<file path="config.mk">
export PLATFORM = sky130hd
export DESIGN_NAME = pdma_pp_channel
export DESIGN_NICKNAME = d
export VERILOG_FILES = /design/src/rtl/pdma_pkg.sv /design/src/rtl/pdma_regs.sv /design/src/rtl/pdma_mover.sv /design/src/rtl/pdma_seq.sv /design/src/rtl/pdma_pp_channel.sv
export SDC_FILE = /design/constraint.sdc
export NUM_CORES = 1
export LEC_CHECK = 0
export BUFFER_PORTS_ARGS = -buffer_cell sky130_fd_sc_hd__buf_2
export CAP_MARGIN = 20
export CORE_ASPECT_RATIO = 0.9
export CORE_MARGIN = 4
export CORE_UTILIZATION = 43
export DETAILED_ROUTE_END_ITERATION = 7
export SYNTH_ARGS = -nofsm -noshare
export SYNTH_HDL_FRONTEND = slang
export SYNTH_SLANG_ARGS = --single-unit
</file>
<file path="constraint.sdc">
create_clock -name clk -period 6.2 [get_ports clk]
set_input_delay 1.24 -clock clk [delete_from_list [all_inputs] [get_ports clk]]
set_output_delay 1.24 -clock clk [all_outputs]
set_load 0.005 [all_outputs]
</file>
<file path="src/rtl/pdma_pkg.sv">
package pdma_pkg;

  typedef enum logic [1:0] {
    CH_IDLE  = 2'd0,
    CH_STALL = 2'd1,
    CH_ON    = 2'd2,
    CH_NEXT  = 2'd3
  } ch_state_e;

  typedef enum logic [1:0] {
    MV_IDLE = 2'd0,
    MV_MEM  = 2'd1,
    MV_PER  = 2'd2
  } mv_state_e;

  localparam int BYTE_W = 8;

  localparam logic [5:0] OFS_CTRL = 6'h00;
  localparam logic [5:0] OFS_FLAG = 6'h04;
  localparam logic [5:0] OFS_PORT = 6'h08;
  localparam logic [5:0] OFS_STAT = 6'h0C;

  localparam int B_STALL = 0;
  localparam int B_NFB   = 1;
  localparam int B_ERR   = 3;
  localparam int B_EN    = 4;
  localparam int B_IGN   = 6;

  localparam logic [7:0] CTRL_MASK = 8'h5B;
  localparam logic [7:0] FLAG_MASK = 8'h0B;

  function automatic logic [5:0] cnt_ofs(input int slot);
    return 6'h20 + 6'(slot * 16);
  endfunction

  function automatic logic [5:0] base_ofs(input int slot);
    return 6'h24 + 6'(slot * 16);
  endfunction

  function automatic logic pick_slot(input logic [1:0] loaded, input logic pref);
    return loaded[pref] ? pref : ~pref;
  endfunction

  function automatic ch_state_e run_state(input logic other_loaded);
    return other_loaded ? CH_NEXT : CH_ON;
  endfunction

  function automatic logic irq_of(input logic [7:0] flags, input logic [7:0] ctrl);
    return |(flags & ctrl & FLAG_MASK);
  endfunction

endpackage

</file>
<file path="src/rtl/pdma_regs.sv">
module pdma_regs import pdma_pkg::*; #(
  parameter int ADDR_W = 32,
  parameter int CNT_W  = 16,
  parameter int PSEL_W = 4
) (
  input  logic                   clk,
  input  logic                   rst_n,
  input  logic                   we,
  input  logic [5:0]             addr,
  input  logic [31:0]            wdata,
  output logic [31:0]            rdata,
  input  ch_state_e              state,
  input  logic [7:0]             flags,
  output logic [7:0]             ctrl,
  output logic [PSEL_W-1:0]      psel,
  output logic [1:0][ADDR_W-1:0] base,
  output logic [1:0][CNT_W-1:0]  cnt,
  output logic [1:0]             cnt_wr,
  output logic                   flag_clr
);

  logic [7:0]             ctrl_q;
  logic [PSEL_W-1:0]      psel_q;
  logic [1:0][ADDR_W-1:0] base_q;
  logic [1:0][CNT_W-1:0]  cnt_q;

  always_ff @(posedge clk or negedge rst_n) begin
    if (!rst_n) begin
      ctrl_q <= '0;
      psel_q <= '0;
      base_q <= '0;
      cnt_q  <= '0;
    end else if (we) begin
      if (addr == OFS_CTRL) ctrl_q <= wdata[7:0] & CTRL_MASK;
      if (addr == OFS_PORT) psel_q <= wdata[PSEL_W-1:0];
      for (int s = 0; s < 2; s++) begin
        if (addr == cnt_ofs(s))  cnt_q[s]  <= wdata[CNT_W-1:0];
        if (addr == base_ofs(s)) base_q[s] <= wdata[ADDR_W-1:0];
      end
    end
  end

  always_comb begin
    for (int s = 0; s < 2; s++) cnt_wr[s] = we && (addr == cnt_ofs(s));
  end

  assign flag_clr = we && (addr == OFS_FLAG);

  always_comb begin
    rdata = '0;
    unique case (addr)
      OFS_CTRL:    rdata = 32'(ctrl_q);
      OFS_FLAG:    rdata = 32'(flags);
      OFS_PORT:    rdata = 32'(psel_q);
      OFS_STAT:    rdata = {26'd0, state, 4'd0};
      cnt_ofs(0):  rdata = 32'(cnt_q[0]);
      base_ofs(0): rdata = 32'(base_q[0]);
      cnt_ofs(1):  rdata = 32'(cnt_q[1]);
      base_ofs(1): rdata = 32'(base_q[1]);
      default:     rdata = '0;
    endcase
  end

  assign ctrl = ctrl_q;
  assign psel = psel_q;
  assign base = base_q;
  assign cnt  = cnt_q;

endmodule

</file>
<file path="src/rtl/pdma_mover.sv">
module pdma_mover import pdma_pkg::*; #(
  parameter int ADDR_W     = 32,
  parameter bit MEM_TO_PER = 1'b1
) (
  input  logic              clk,
  input  logic              rst_n,
  input  logic              go,
  input  logic [ADDR_W-1:0] addr,
  output logic              mem_req,
  output logic              mem_we,
  output logic [ADDR_W-1:0] mem_addr,
  output logic [BYTE_W-1:0] mem_wdata,
  input  logic [BYTE_W-1:0] mem_rdata,
  input  logic              mem_ack,
  input  logic              per_req,
  output logic              per_ack,
  output logic [BYTE_W-1:0] per_wdata,
  input  logic [BYTE_W-1:0] per_rdata,
  input  logic              per_err,
  output logic              byte_done,
  output logic              err_evt,
  output logic              idle
);

  mv_state_e         xs_q;
  logic [BYTE_W-1:0] hold_q;

  assign mem_addr = addr;
  assign idle     = (xs_q == MV_IDLE);

  generate
    if (MEM_TO_PER) begin : g_tx
      logic unused_prd;
      assign unused_prd = ^per_rdata;

      always_ff @(posedge clk or negedge rst_n) begin
        if (!rst_n) begin
          xs_q   <= MV_IDLE;
          hold_q <= '0;
        end else begin
          unique case (xs_q)
            MV_IDLE: if (go && per_req) xs_q <= MV_MEM;
            MV_MEM: if (mem_ack) begin
              hold_q <= mem_rdata;
              xs_q   <= MV_PER;
            end
            default: xs_q <= MV_IDLE;
          endcase
        end
      end

      always_comb begin
        mem_req   = (xs_q == MV_MEM);
        mem_we    = 1'b0;
        mem_wdata = '0;
        per_ack   = (xs_q == MV_PER);
        per_wdata = hold_q;
        byte_done = per_ack;
        err_evt   = per_ack && per_err;
      end
    end else begin : g_rx
      logic unused_mrd;
      assign unused_mrd = ^mem_rdata;

      always_ff @(posedge clk or negedge rst_n) begin
        if (!rst_n) begin
          xs_q   <= MV_IDLE;
          hold_q <= '0;
        end else begin
          unique case (xs_q)
            MV_IDLE: if (go && per_req) xs_q <= MV_PER;
            MV_PER: begin
              hold_q <= per_rdata;
              xs_q   <= MV_MEM;
            end
            default: if (mem_ack) xs_q <= MV_IDLE;
          endcase
        end
      end

      always_comb begin
        per_ack   = (xs_q == MV_PER);
        per_wdata = '0;
        err_evt   = per_ack && per_err;
        mem_req   = (xs_q == MV_MEM);
        mem_we    = 1'b1;
        mem_wdata = hold_q;
        byte_done = mem_req && mem_ack;
      end
    end
  endgenerate

  // the strobe towards the peripheral never lasts two cycles
  a_r11_ack_pulse: assert property (@(posedge clk) disable iff (!rst_n)
    per_ack |=> !per_ack);

  // an idle mover without a peripheral request stays idle
  a_r11_need_req: assert property (@(posedge clk) disable iff (!rst_n)
    (idle && !per_req) |=> idle);

endmodule

</file>
<file path="src/rtl/pdma_seq.sv">
module pdma_seq import pdma_pkg::*; #(
  parameter int ADDR_W = 32,
  parameter int CNT_W  = 16
) (
  input  logic                   clk,
  input  logic                   rst_n,
  input  logic                   en,
  input  logic                   ign,
  input  logic [1:0]             cnt_wr,
  input  logic                   flag_clr,
  input  logic [1:0][ADDR_W-1:0] base,
  input  logic [1:0][CNT_W-1:0]  cnt,
  input  logic                   byte_done,
  input  logic                   err_evt,
  input  logic                   mover_idle,
  output ch_state_e              state,
  output logic [ADDR_W-1:0]      addr,
  output logic                   go,
  output logic [7:0]             flags
);

  ch_state_e         state_q, n_state;
  logic              cur_q, n_cur, nxt_q, n_nxt;
  logic [1:0]        loaded_q, n_loaded;
  logic [ADDR_W-1:0] addr_q, n_addr;
  logic [CNT_W-1:0]  rem_q, n_rem;
  logic              nfb_q, n_nfb, err_q, n_err;
  logic              take, take_s, ev_switch, running, halted;

  assign running = (state_q == CH_ON) || (state_q == CH_NEXT);
  assign halted  = err_q && !ign;

  always_comb begin
    n_state   = state_q;
    n_cur     = cur_q;
    n_nxt     = nxt_q;
    n_loaded  = loaded_q;
    n_addr    = addr_q;
    n_rem     = rem_q;
    n_nfb     = nfb_q;
    n_err     = err_q;
    take      = 1'b0;
    take_s    = cur_q;
    ev_switch = 1'b0;
    if (!running) begin
      if (!en) begin
        n_state = CH_IDLE;
      end else if (|loaded_q) begin
        take    = 1'b1;
        take_s  = pick_slot(loaded_q, nxt_q);
        n_state = CH_ON;
      end
    end else begin
      if (!en && mover_idle) begin
        n_state  = CH_IDLE;
        n_loaded = '0;
        n_nxt    = 1'b0;
      end else if (byte_done) begin
        n_addr = addr_q + ADDR_W'(1);
        n_rem  = rem_q - CNT_W'(1);
      end else if (en && mover_idle && rem_q == '0) begin
        if (loaded_q[~cur_q]) begin
          take      = 1'b1;
          take_s    = ~cur_q;
          ev_switch = 1'b1;
        end else begin
          n_state = CH_STALL;
          n_nxt   = ~cur_q;
        end
      end
    end
    if (take) begin
      n_cur            = take_s;
      n_addr           = base[take_s];
      n_rem            = cnt[take_s];
      n_loaded[take_s] = 1'b0;
    end
    n_loaded = n_loaded | cnt_wr;
    if (n_state == CH_ON || n_state == CH_NEXT) n_state = run_state(n_loaded[~n_cur]);
    if (|cnt_wr)   n_nfb = 1'b0;
    if (ev_switch) n_nfb = 1'b1;
    if (flag_clr)  n_err = 1'b0;
    if (err_evt)   n_err = 1'b1;
  end

  always_ff @(posedge clk or negedge rst_n) begin
    if (!rst_n) begin
      state_q  <= CH_IDLE;
      cur_q    <= 1'b0;
      nxt_q    <= 1'b0;
      loaded_q <= '0;
      addr_q   <= '0;
      rem_q    <= '0;
      nfb_q    <= 1'b0;
      err_q    <= 1'b0;
    end else begin
      state_q  <= n_state;
      cur_q    <= n_cur;
      nxt_q    <= n_nxt;
      loaded_q <= n_loaded;
      addr_q   <= n_addr;
      rem_q    <= n_rem;
      nfb_q    <= n_nfb;
      err_q    <= n_err;
    end
  end

  assign go    = running && en && (rem_q != '0) && !halted;
  assign state = state_q;
  assign addr  = addr_q;

  always_comb begin
    flags          = '0;
    flags[B_STALL] = (state_q == CH_STALL);
    flags[B_NFB]   = nfb_q;
    flags[B_ERR]   = err_q;
  end

  // a completed byte always has a remaining count behind it
  a_r4_no_underflow: assert property (@(posedge clk) disable iff (!rst_n)
    byte_done |-> (rem_q != '0));

  // stall is only reached with the active slot drained
  a_r5_stall_empty: assert property (@(posedge clk) disable iff (!rst_n)
    (state_q == CH_STALL) |-> (rem_q == '0));

  // a fresh next-buffer flag comes with a running channel
  a_r6_switch_running: assert property (@(posedge clk) disable iff (!rst_n)
    $rose(nfb_q) |-> running);

  // a halted, idle mover does not start a byte
  a_r9_halt_holds: assert property (@(posedge clk) disable iff (!rst_n)
    (halted && mover_idle) |=> mover_idle);

endmodule

</file>
<file path="src/rtl/pdma_pp_channel.sv">
module pdma_pp_channel import pdma_pkg::*; #(
  parameter int ADDR_W     = 32,
  parameter int CNT_W      = 16,
  parameter int PSEL_W     = 4,
  parameter bit MEM_TO_PER = 1'b1
) (
  input  logic              clk,
  input  logic              rst_n,
  input  logic              reg_we,
  input  logic [5:0]        reg_addr,
  input  logic [31:0]       reg_wdata,
  output logic [31:0]       reg_rdata,
  output logic              mem_req,
  output logic              mem_we,
  output logic [ADDR_W-1:0] mem_addr,
  output logic [7:0]        mem_wdata,
  input  logic [7:0]        mem_rdata,
  input  logic              mem_ack,
  output logic [PSEL_W-1:0] port_sel,
  input  logic              per_req,
  output logic              per_ack,
  output logic [7:0]        per_wdata,
  input  logic [7:0]        per_rdata,
  input  logic              per_err,
  output logic              irq
);

  ch_state_e              chan_state;
  logic [7:0]             flags, ctrl;
  logic [1:0][ADDR_W-1:0] base;
  logic [1:0][CNT_W-1:0]  cnt;
  logic [1:0]             cnt_wr;
  logic                   flag_clr, go, byte_done, err_evt, mover_idle;
  logic [ADDR_W-1:0]      cur_addr;

  pdma_regs #(.ADDR_W(ADDR_W), .CNT_W(CNT_W), .PSEL_W(PSEL_W)) u_regs (
    .clk(clk), .rst_n(rst_n), .we(reg_we), .addr(reg_addr), .wdata(reg_wdata),
    .rdata(reg_rdata), .state(chan_state), .flags(flags), .ctrl(ctrl),
    .psel(port_sel), .base(base), .cnt(cnt), .cnt_wr(cnt_wr), .flag_clr(flag_clr)
  );

  pdma_seq #(.ADDR_W(ADDR_W), .CNT_W(CNT_W)) u_seq (
    .clk(clk), .rst_n(rst_n), .en(ctrl[B_EN]), .ign(ctrl[B_IGN]),
    .cnt_wr(cnt_wr), .flag_clr(flag_clr), .base(base), .cnt(cnt),
    .byte_done(byte_done), .err_evt(err_evt), .mover_idle(mover_idle),
    .state(chan_state), .addr(cur_addr), .go(go), .flags(flags)
  );

  pdma_mover #(.ADDR_W(ADDR_W), .MEM_TO_PER(MEM_TO_PER)) u_mover (
    .clk(clk), .rst_n(rst_n), .go(go), .addr(cur_addr),
    .mem_req(mem_req), .mem_we(mem_we), .mem_addr(mem_addr),
    .mem_wdata(mem_wdata), .mem_rdata(mem_rdata), .mem_ack(mem_ack),
    .per_req(per_req), .per_ack(per_ack), .per_wdata(per_wdata),
    .per_rdata(per_rdata), .per_err(per_err),
    .byte_done(byte_done), .err_evt(err_evt), .idle(mover_idle)
  );

  assign irq = irq_of(flags, ctrl);

  // an idle channel touches neither memory nor peripheral
  a_r8_idle_quiet: assert property (@(posedge clk) disable iff (!rst_n)
    (chan_state == CH_IDLE) |-> (!mem_req && !per_ack));

  // the interrupt line always has a pending flag behind it
  a_r10_irq_source: assert property (@(posedge clk) disable iff (!rst_n)
    irq |-> (flags != 8'd0));

endmodule

</file>
==> summary.txt <==
Status
  • Outcome: finished clean

GRT
  • Antenna violations before repair: 0
  • Pin count of the biggest net entering global routing: 172
  • GRT Overall Usage: 0.211
  • Vias in the first global route: 6666
  • First-pass GRT wire length: 38300 µm
  • Grt ovf: 0

Floorplanning
  • Die X: 160 µm
  • Initial core utilization: 0.442
  • Die footprint: 23100 µm²
  • Core area: 20200 µm²
  • Chip height: 145 µm
  • Number of core rows: 49
  • I/O Pins: 148

Min path
  • Worst Hold Class: register to register

Yosys
  • Largest family of logic cells by synthesized area: multiplexers
  • Synthesized netlist cell count: 785
  • Yosys warns: 0
  • Seq/Total Area, Yosys: 0.479
  • Synth Area in Compound Gates: 0.117
  • Area share of fa/ha/maj cells after synthesis: 0.00421
  • Synthesized area: 8920 µm²
  • Post-synthesis register bit count: 171
  • Largest area contributor in the netlist: dfrtp_1
  • Mux share of post-synthesis cell area: 0.225
  • Post-Synth XOR/XNOR Area: 0.0147
  • Post-synth EDFFs: 0
  • Synth Flop Type: dfrtp_1
  • Top-area cell type share of the netlist area: 0.479
  • Syn avg cell area: 11.4 µm²
  • Synth unique cells: 69
  • Ys async rst share: 1.00
  • Post-Synth Simple-Gate Area: 0.118
  • Area contributors post-synth: dfrtp_1, mux2_2, mux2i_1

Clock network
  • Clk sinks: 171
  • Hold buffers post-CTS: 0
  • Clk Latency, worst-skew pair: 0.43 ns
  • Post-CTS sizing: 0
  • Max Buffers Root-to-Sink: 2
  • Worst-path clk slew: 0.07 ns
  • Post-CTS Setup Bufs: 0
  • Clock root cell: clkbuf_16
  • Num CTS Buffers: 17
  • CTS tree: built
  • H-tree depth: 4

Power
  • LEAKAGE: 5.08 nW
  • Power Density: 355 nW/µm²
  • Worst VDD drop: 0.206 mV

Route
  • Final ANT Viol Nets: 0
  • DR WL/cell: 20.9 µm
  • DRT iter0 DRCs: 515
  • Via-to-Cell Ratio: 5.89
  • Drt pass-1 iters: 6
  • Final wirelength: 24400 µm
  • Post-route DRC: 0
  • Vias post-DR: 6868

Critical path
  • CP max stage cell: nor2_2
  • Slowest stage delay, CP: 0.87 ns
  • Endpoint type of the worst setup path: primary output
  • Setup CP Type: input port to primary output
  • Worst path arrival time: 3.25 ns
  • Setup crit start kind: input port
  • Critical Path Fanout Max: 20
  • Crit-path most repeated cell: buf_2
  • CP Cell Sequence: buf_2 -> nand2b_1 -> nor2_2 -> buf_4 -> a22o_1 -> buf_2
  • CP required: 4.96 ns

Finish
  • Share of cells above drive strength 1: 0.333
  • Final core occ: 0.513
  • Most common cell after layout, fill and taps aside: dfrtp_1
  • Nets: 961
  • Diode count: 0
  • Most frequent cells in the layout: dfrtp_1, buf_2, mux2_2
  • Final non-filler cell total: 1166
  • Area Overhead vs Synth: 15.9%
  • Fillers: 1839

STA
  • Worst slew pin tran: 1.10 ns
  • Final Cycle Share: 0.724
  • Final Critical Period: 4.49 ns
  • Setup TNS: 0 ns
  • Final Hold Viols: 0
  • Setup violators final: 0
  • Worst hold slack: 0.498 ns
  • Max-slew violations: 0
  • Max-slew headroom: 0.269
  • RSZ-0062 raised after global routing: false
  • Fmax: 223 MHz
  • Clock Skews: 0.0133 ns

Place
  • Gpl congestion: 0.875
  • Port bufs: 130
  • DP HPWL: 16400 µm
  • Placed Cells incl. Taps: 1133

Flow run
  • Max Cap Viol: 0
[layer usage]
metal	wire length, µm	global-route usage
met4	220	0.0521
met2	11200	0.324
met1	11900	0.313
met5	0	0
met3	1170	0.0391
[per-stage QoR]
stage,area [µm²],worst slack (ns),power (W)
floorplan,8950,2.50,0.00224
global placement,9730,1.76,0.00258
global route,10300,1.58,0.00386
detailed placement,9730,1.71,0.00260
finish,10300,1.71,0.00367
CTS,10300,1.71,0.00369
[critical path: cells and delay by family]
family	cells	cell delay, ns
and+or+nand+nor	2	1.02
buffers and inverters	3	0.80
AOI/OAI and AO/OA	1	0.18
[worst paths after layout]
kind | from | end | slack (ns) | depth (start not counted)
max in group asynchronous | rst_n | u_regs.cnt[4] | 4.57 | 2
hold reg to reg | u_mover.per_wdata[6] | u_mover.per_wdata[6] | 0.50 | 1
min in group asynchronous | rst_n | u_regs.psel[0] | 0.95 | 2
setup reg to reg | u_seq.rem_q[6] | u_seq.addr[8] | 2.63 | 7
setup / recovery | reg_addr[2] | reg_rdata[20] | 1.71 | 6
hold / removal | u_mover.per_wdata[6] | u_mover.per_wdata[6] | 0.50 | 1
[Yosys cell counts, drive strengths merged (2+ instances only)]
library cell	number
o22ai	7
and3	5
a21oi	20
a22o	17
mux2	116
nor2b	4
a32o	2
nand2b	3
dfrtp	171
a221o	2
inv	10
nand3b	9
nand3	22
buf	32
o21ai	30
xnor2	9
o221ai	3
a22oi	6
mux2i	70
a211oi	2
nand4	9
ha	3
clkbuf	22
or3	3
xor2	6
nor3b	5
a41oi	8
and4	4
or2	2
nor4	9
and2	4
nor3	14
nor2	27
a222oi	16
o211ai	2
or4	2
a31oi	14
nand2	77
[state kept, by name (all words and copies together), names as in the netlist, 2 cells and up]
name and count:
u_regs.psel 4, u_mover.per_wdata 8, u_seq.loaded_q 2, u_mover.xs_q 2, u_seq.addr 32, u_seq.rem_q 16
u_regs.base 64, u_seq.state 2, u_regs.cnt 32, u_regs.ctrl 5
[layout make-up]
cell class,instances,area [µm²],area share
Tap cell,255,319,0.0308
Clock buffer,21,460,0.0445
Sequential cell,171,4280,0.414
Inverter,10,37.5,0.00363
Clock inverter,11,133,0.0128
Multi-Input combinational cell,558,4350,0.420
Timing Repair Buffer,140,769,0.0744
[kinds of logic (layout without fill, tap and decap cells)]
family | count (synthesis) | after routing
mux | 186 | 186
simple gates | 202 | 202
buf+inv | 64 | 182
fa+ha+maj | 3 | 3
compound gates | 143 | 143
xor+xnor | 15 | 15
other cells | 1 | 9
flops | 171 | 171
[power breakdown]
group          switching (W)  total (W)  internal (W)
clock network       0.000462    0.00108      0.000623
logic               0.000515   0.000988      0.000473
registers           0.000252    0.00159       0.00134
Power figures use the tool's default switching activity.
